## config.mk

```make
export PLATFORM = sky130hd
export DESIGN_NAME = runstate_ctrl
export DESIGN_NICKNAME = d
export VERILOG_FILES = /design/src/rtl/runstate_pkg.sv /design/src/rtl/runstate_regif.sv /design/src/rtl/runstate_settle.sv /design/src/rtl/runstate_fsm.sv /design/src/rtl/runstate_ctrl.sv
export SDC_FILE = /design/constraint.sdc
export NUM_CORES = 1
export LEC_CHECK = 0
export CORE_MARGIN = 2
export CORE_UTILIZATION = 55
export CTS_CLUSTER_SIZE = 28
export DETAILED_ROUTE_END_ITERATION = 16
export DONT_BUFFER_PORTS = 1
export GPL_TIMING_DRIVEN = 0
export PLACE_DENSITY = 0.7
export SYNTH_ARGS = -nofsm -noshare
export SYNTH_HDL_FRONTEND = slang
export SYNTH_SLANG_ARGS = --single-unit
```

## constraint.sdc

```tcl
create_clock -name clk -period 1.5 [get_ports clk]
set_input_delay 0.075 -clock clk [delete_from_list [all_inputs] [get_ports clk]]
set_output_delay 0.075 -clock clk [all_outputs]
set_load 0.01 [all_outputs]
```

## src/rtl/runstate_pkg.sv

```systemverilog
// Package: state codes shared by the run-state controller.
// Assumes: codes are fixed by the register contract, 2 bits wide.
package runstate_pkg;
    localparam logic [1:0] CODE_RESET = 2'd0;
    localparam logic [1:0] CODE_RUN   = 2'd1;
    localparam logic [1:0] CODE_CLEAR = 2'd2;
    localparam logic [1:0] CODE_PAUSE = 2'd3;
endpackage

```

## src/rtl/runstate_regif.sv

```systemverilog
// Register decode: turns bus writes into an accepted state request or a
// soft-reset strike, and builds the read word.
// Assumes: DATA_W >= 3; reads are combinational from rd_addr.
module runstate_regif #(
    parameter int ADDR_W     = 4,
    parameter int DATA_W     = 32,
    parameter int STATE_ADDR = 0,
    parameter int SRST_ADDR  = 4
) (
    input  logic              wr_en,
    input  logic [ADDR_W-1:0] wr_addr,
    input  logic [DATA_W-1:0] wr_data,
    input  logic [ADDR_W-1:0] rd_addr,
    input  logic [1:0]        cur_state,
    input  logic              busy,
    output logic              accept,
    output logic [1:0]        req_code,
    output logic              srst,
    output logic [DATA_W-1:0] rd_data
);
    localparam logic [ADDR_W-1:0] A_STATE = ADDR_W'(STATE_ADDR);
    localparam logic [ADDR_W-1:0] A_SRST  = ADDR_W'(SRST_ADDR);

    logic unused_wr_hi;
    assign unused_wr_hi = ^wr_data[DATA_W-1:2];

    // Write decode: state requests only pass when no handshake is open.
    always_comb begin
        req_code = wr_data[1:0];
        srst     = wr_en && (wr_addr == A_SRST) && wr_data[0];
        accept   = wr_en && (wr_addr == A_STATE) && !busy;
    end

    // Read mux: state word at its address, zero elsewhere.
    always_comb begin
        rd_data = '0;
        if (rd_addr == A_STATE) begin
            rd_data[1:0] = cur_state;
            rd_data[2]   = !busy;
        end
    end
endmodule

```

## src/rtl/runstate_settle.sv

```systemverilog
// Settle timer: holds busy for SETTLE_CYC cycles after a start and marks
// the last busy cycle with done.
// Assumes: SETTLE_CYC >= 1; start is never raised while busy.
module runstate_settle #(
    parameter int SETTLE_CYC = 4
) (
    input  logic clk,
    input  logic rst_n,
    input  logic start,
    input  logic abort,
    output logic busy,
    output logic done
);
    localparam int CNT_W = $clog2(SETTLE_CYC + 1);

    logic [CNT_W-1:0] cnt_q;

    // Countdown: load on start, clear on abort, else count to zero.
    always_ff @(posedge clk) begin
        if (!rst_n)         cnt_q <= '0;
        else if (abort)     cnt_q <= '0;
        else if (start)     cnt_q <= CNT_W'(SETTLE_CYC);
        else if (cnt_q != 0) cnt_q <= cnt_q - 1'b1;
    end

    assign busy = (cnt_q != '0);
    assign done = (cnt_q == CNT_W'(1));

    AST_SETTLE_LOAD: assert property (@(posedge clk) disable iff (!rst_n)
        (start && !abort) |=> busy);
    AST_SETTLE_RELEASE: assert property (@(posedge clk) disable iff (!rst_n)
        (done && !abort) |=> !busy);
    AST_NO_START_BUSY: assert property (@(posedge clk) disable iff (!rst_n)
        busy |-> !start);
endmodule

```

## src/rtl/runstate_fsm.sv

```systemverilog
// State keeper: records the target of an accepted request, commits it when
// the settle timer finishes, tracks the first clear from pause, and emits
// the flush pulse on entry to reset.
// Assumes: accept and done never coincide; srst overrides everything.
module runstate_fsm
    import runstate_pkg::*;
(
    input  logic       clk,
    input  logic       rst_n,
    input  logic       accept,
    input  logic [1:0] req_code,
    input  logic       srst,
    input  logic       done,
    output logic [1:0] cur_state,
    output logic       flush
);
    logic [1:0] cur_q, tgt_q, nxt_tgt;
    logic       armed_q, flush_q;

    // Target rule: pause needs a second clear to reach reset.
    always_comb begin
        case (req_code)
            CODE_RUN, CODE_PAUSE: nxt_tgt = req_code;
            CODE_RESET: nxt_tgt = (cur_q == CODE_PAUSE) ? CODE_PAUSE : CODE_RESET;
            default: nxt_tgt = (cur_q == CODE_PAUSE) ?
                               (armed_q ? CODE_RESET : CODE_PAUSE) : CODE_RESET;
        endcase
    end

    // State registers: soft reset first, then accept, then commit.
    always_ff @(posedge clk) begin
        if (!rst_n) begin
            cur_q   <= CODE_RESET;
            tgt_q   <= CODE_RESET;
            armed_q <= 1'b0;
            flush_q <= 1'b0;
        end else if (srst) begin
            cur_q   <= CODE_RESET;
            tgt_q   <= CODE_RESET;
            armed_q <= 1'b0;
            flush_q <= 1'b1;
        end else begin
            flush_q <= 1'b0;
            if (accept) begin
                tgt_q   <= nxt_tgt;
                armed_q <= (req_code == CODE_CLEAR) && (cur_q == CODE_PAUSE) && !armed_q;
            end
            if (done) begin
                cur_q   <= tgt_q;
                flush_q <= (tgt_q == CODE_RESET) && (cur_q != CODE_RESET);
            end
        end
    end

    assign cur_state = cur_q;
    assign flush     = flush_q;

    AST_HOLD_WHILE_SETTLING: assert property (@(posedge clk) disable iff (!rst_n)
        (!srst && !done) |=> $stable(cur_q));
    AST_PAUSE_SINGLE_CLEAR: assert property (@(posedge clk) disable iff (!rst_n)
        (accept && !srst && cur_q == CODE_PAUSE && !armed_q) |=> (tgt_q != CODE_RESET));
    AST_SRST_LANDS_RESET: assert property (@(posedge clk) disable iff (!rst_n)
        srst |=> (cur_q == CODE_RESET && flush_q));
    AST_FLUSH_IN_RESET: assert property (@(posedge clk) disable iff (!rst_n)
        flush_q |-> (cur_q == CODE_RESET));
endmodule

```

## src/rtl/runstate_ctrl.sv

```systemverilog
// Top: run-state controller for a serial peripheral core. Joins the
// register decode, settle timer and state keeper, and decodes the
// datapath enables from the committed state.
// Assumes: synchronous active-low reset; single clock domain.
module runstate_ctrl
    import runstate_pkg::*;
#(
    parameter int ADDR_W     = 4,
    parameter int DATA_W     = 32,
    parameter int STATE_ADDR = 0,
    parameter int SRST_ADDR  = 4,
    parameter int SETTLE_CYC = 4
) (
    input  logic              clk,
    input  logic              rst_n,
    input  logic              wr_en,
    input  logic [ADDR_W-1:0] wr_addr,
    input  logic [DATA_W-1:0] wr_data,
    input  logic [ADDR_W-1:0] rd_addr,
    output logic [DATA_W-1:0] rd_data,
    output logic              run_en,
    output logic              hold_en,
    output logic              flush
);
    logic       accept, srst, busy, done;
    logic [1:0] req_code, cur_state;

    runstate_regif #(
        .ADDR_W(ADDR_W), .DATA_W(DATA_W),
        .STATE_ADDR(STATE_ADDR), .SRST_ADDR(SRST_ADDR)
    ) u_regif (
        .wr_en(wr_en), .wr_addr(wr_addr), .wr_data(wr_data),
        .rd_addr(rd_addr), .cur_state(cur_state), .busy(busy),
        .accept(accept), .req_code(req_code), .srst(srst), .rd_data(rd_data)
    );

    runstate_settle #(.SETTLE_CYC(SETTLE_CYC)) u_settle (
        .clk(clk), .rst_n(rst_n), .start(accept && !srst), .abort(srst),
        .busy(busy), .done(done)
    );

    runstate_fsm u_fsm (
        .clk(clk), .rst_n(rst_n), .accept(accept), .req_code(req_code),
        .srst(srst), .done(done), .cur_state(cur_state), .flush(flush)
    );

    // Datapath enables: decoded from the committed state only.
    always_comb begin
        run_en  = (cur_state == CODE_RUN);
        hold_en = (cur_state == CODE_PAUSE);
    end
endmodule

```

== Yosys cells after proc, flatten, opt, wreduce, memory -nomap -nowiden ==
Index checks and enable logic that the tools add are counted.
Word-level totals
  bits in registers: 9
  output and inout bits: 35
Cells by class
  eq/ne operators: 7
  add/sub/neg operators: 1
  bitwise gates (word level): 1
  muxes and demuxes: 9
  reduce and logical (&&, ||, !) cells: 21
Operator list (number)
  $mux 3: 3
  $logic_and 1x1->1: 8
  $logic_not 4->1: 2
  $eq 2x2->1 const B: 3
  $mux 2: 3
  $eq 2x1->1 const B: 2
  $eq 4x3->1 const B: 1
  $logic_not 2->1: 2
  $pmux 2 s2: 1
  $reduce_bool 2->1: 2
  $reduce_or 2->1: 2
  $eq 3x1->1 const B: 1
  $logic_not 1->1: 3
  $reduce_bool 3->1: 1
  $reduce_or 3->1: 1
  $sub 3x1->3 const B: 1
  $mux 1: 2
  $not 1->1: 1

== Depth between registers and ports, before layout ==
  word-level depth: 6
  depth in mapped cells: 7

== Modules after synthesis ==
A second synthesis with hierarchy kept.
Second synthesis, totals
  cell total of the unflattened synthesis: 88
  area total of the unflattened synthesis: 757.0 µm²
Modules (own cells, without submodules)
  runstate_regif: cells each 39, instances 1, area an instance 301.5 µm²
  runstate_fsm: cells each 27, instances 1, area an instance 245.2 µm²
  runstate_settle: cells each 19, instances 1, area an instance 187.7 µm²
  runstate_ctrl: cells each 3, instances 1, area an instance 22.5 µm²

== Worst setup path before layout ==
Ideal clock, no wire load.
  path type: register -> register
  start point: register u_settle.cnt_q[0]
  end point: register u_fsm.tgt_q[1]
  required time: 1.375 ns
  stages on the path, launching flop included: 8
  clock period less this slack: 1.329 ns
  arrival: 1.204 ns
  path slack: 0.171 ns
  cell sequence: dfxtp_1 inv_1 ha_1 nand2b_1 buf_2 o21a_1 o21ai_1 o22ai_1
Between the ends
  longest elaborated chain between the ends: 3
Ends and longest elaborated chain
  start, declared: line runstate_settle.sv:16  | logic [CNT_W-1:0] cnt_q;
  start signal, assigned: line runstate_settle.sv:22  | else if (start) cnt_q <= CNT_W'(SETTLE_CYC);
  start signal, assigned: line runstate_settle.sv:23  | else if (cnt_q != 0) cnt_q <= cnt_q - 1'b1;
  $reduce_bool 3->1: line runstate_settle.sv:26  | assign busy = (cnt_q != '0);
  $logic_not 1->1: line runstate_regif.sv:31  | accept = wr_en && (wr_addr == A_STATE) && !busy;
  $logic_and 1x1->1: line runstate_regif.sv:31
  end signal, assigned: line runstate_fsm.sv:45  | tgt_q <= nxt_tgt;
  end, declared: line runstate_fsm.sv:17  | logic [1:0] cur_q, tgt_q, nxt_tgt;
No other way between the ends.
A chain may end at the register's enable or synchronous reset.

== Final worst setup path ==
  start point: register u_settle.cnt_q[1]
  end point: register u_fsm.tgt_q[1]
Same word-level chain as after synthesis.

==> flow_metrics.py <==
metrics = {
    "outcome": {
        "status": "finished, final reports clean",
    },
    "floorplan": {
        "dieArea_um2": 1640,
        "core-area_um2": 1270,
        "die_h_um": 40.5,
        "initial_core_util": 0.578,
        "ioPinCount": 78,
        "row_count": 13,
        "die_w_um": 40.5,
    },
    "synth": {
        "syn_inst": 91,
        "ys.flop_type": "dfxtp_1",
        "synth-seq-cells": 9,
        "synth_area_per_cell_um2": 8.06,
        "syn_area_um2": 733,
        "synth_edf_count": 0,
        "synth-async-reset-ratio": 0,
        "yosysSeqAreaShare": 0.246,
        "yosysUniqueCellTypes": 30,
        "yosys_warnings": 0,
    },
    "run": {
        "maxCapViolations": 0,
    },
    "routing": {
        "num_vias": 581,
        "drt-initial-drc-count": 5,
        "routedWlPerCell_um": 8.57,
        "drc": 0,
        "routed_wl_um": 1210,
        "vias_per_cell": 4.12,
        "first_pass_iters": 4,
        "ant_nets": 0,
    },
    "worst_setup_path": {
        "cp_cell_sequence": "inv_2, ha_4, nand2b_1, buf_6, o21a_1, o21ai_2, o22ai_1",
        "max_stage_delay_ps": 320,
        "cp_max_fo": 7,
        "r2r_start": "u_settle.cnt_q[1]",
        "cp_num_buf_inv": 2,
        "crit_path_end_kind": "register",
        "worstPathRequired_ps": 1640,
        "crit_family": "compound AO/OA/AOI/OAI gates",
        "cp-start-kind": "register",
        "arrival_ps": 1530,
        "critPathKind": "reg2reg",
        "timing.rr.end": "u_fsm.tgt_q[1]",
        "cp-startpoint": "u_settle.cnt_q[1]",
        "r2r_cells": 7,
        "regToRegSetupSlack_ps": 110,
        "slowest_stage": "dfxtp_1",
    },
    "global_routing": {
        "overflow": 0,
        "grt_pass1_wl_um": 1710,
        "grt_max_degree": 8,
        "grt_usage": 0.164,
        "grt_pass1_vias": 446,
        "antenna_found_initial": 0,
    },
    "final_layout": {
        "mostFrequentLayoutCell": "buf_4",
        "drive_gt1_frac": 0.341,
        "fin_area_um2": 935,
        "fin_cells": 141,
        "n_antenna_cell": 0,
        "syn_to_final_growth_pct": 27.5,
        "final_cell_mix": "buf_4 (30), conb_1 (29), dfxtp_1 (8), nor2_1 (5), inv_1 (4)",
        "utilization": 0.737,
        "layout.nets": 173,
    },
    "hold_path": {
        "hp-class": "in2reg",
        "holdPathEnd": "u_fsm.armed_q",
        "hold_path_depth": 2,
        "holdCritStartpoint": "wr_addr[2]",
    },
    "placed_design": {
        "place_ws_ps": -9.06,
        "gp_congestion": 0.679,
        "hpwl_um": 977,
        "port_buffers": 0,
        "dpl_cell_area_um2": 857,
        "dp.cells": 134,
    },
    "sta": {
        "max_clock_freq_mhz": 718,
        "setup-violations-final": 0,
        "finalSetupTns_ps": 0,
        "slew_viol_final": 0,
        "min_period_over_period": 0.928,
        "rsz0062_at_grt": "no",
        "fin_crit_ps": 1390,
        "final.setup_skew_ps": 3.92,
        "final_hold_viol_count": 0,
        "whs_ps": 11.1,
        "worst_slack_ps": 108,
    },
    "clocking": {
        "numCtsBuffers": 3,
        "clkTransAtPathRegs_ps": 60,
        "cts_tree": "done",
        "clock_latency_ps": 260,
        "clock_path_buffers": 2,
        "ctsHtreeMaxLevel": 1,
        "clock-root-buffer": "clkbuf_4",
        "clkSinkCount": 9,
    },
    "pwr": {
        "power_uw": 984,
        "peakVddDrop_mv": 0.892,
        "cellPowerDensity_nw_per_um2": 1050,
        "leakagePower_nw": 0.483,
    },
}
[flip-flops by register name, indices dropped and copies added (netlist names)]
| name | cells |
|---|---|
| u_settle.cnt_q | 3 |
| u_fsm.cur_state | 2 |
| u_fsm.tgt_q | 2 |
| u_fsm.armed_q | 1 |
| u_fsm.flush | 1 |
[area by class of cell]
class | instances | area [µm²]
sequential | 9 | 181
buffer | 30 | 229
multi-input combinational | 74 | 429
clock buffer | 4 | 26.3
timing repair buffer | 3 | 27.5
fill | 121 | 334
tap | 15 | 18.8
inverter | 6 | 22.5
[cell families after synthesis]
logic type,count (synthesis),synth area share
AOI/OAI and AO/OA,13,0.109
other,1,0.00511
muxes,2,0.0273
adders and majority gates,3,0.0512
and+or+nand+nor,26,0.215
xor gates and xnor gates,1,0.0119
buffers and inverters,36,0.334
DFF,9,0.246
[worst max path at each step]
stage	to	slack, ps	depth (start not counted)
finish	u_fsm.tgt_q[1]	110	7
global route	u_fsm.tgt_q[1]	30	7
CTS	u_settle.cnt_q[1]	40	7
detailed placement	u_fsm.tgt_q[1]	-9	7
global placement	u_fsm.tgt_q[1]	40	7
floorplan	u_fsm.tgt_q[1]	170	7
[what timing repair did]
| action | 4_1_cts | 5_1_grt |
|---|---|---|
| buffers inserted | 0 | 1 |
| pin swaps | 0 | 3 |
| endpoints found under the setup margin | 1 | 5 |
| resized for setup | 1 | 8 |
| endpoints found under the hold margin | 9 | 0 |
| gates cloned | 0 | 0 |
| hold buffers | 2 | 0 |
[power breakdown]
group	internal, mW	total (mW)	switching, mW
registers	0.281	0.316	0.0345
clock network	0.103	0.190	0.0874
logic	0.251	0.479	0.228
total	0.635	0.984	0.350
[Yosys cell counts, drive strengths merged, types with 2 or more instances]
master | n | area [µm²]
buf | 30 | 223
dfxtp | 9 | 180
inv | 6 | 22.5
nor2 | 5 | 18.8
o21ai | 5 | 25.0
a21oi | 3 | 15.0
and2 | 3 | 18.8
ha | 3 | 37.5
nand2 | 3 | 13.8
nor2b | 3 | 18.8
a211oi | 2 | 20.0
mux2i | 2 | 20.0
nand2b | 2 | 12.5
nand3b | 2 | 15.0
nor3 | 2 | 15.0
or2 | 2 | 12.5
[layer usage]
layer / global-route usage / share of wire / vias up
met4: 0.0750 / 0 / 0
met5: 0 / 0 / -
met2: 0.262 / 0.48 / 32
li1: - / - / 308
met3: 0.0667 / 0.12 / 0
met1: 0.189 / 0.39 / 241
(Power assumes the default switching activity.)
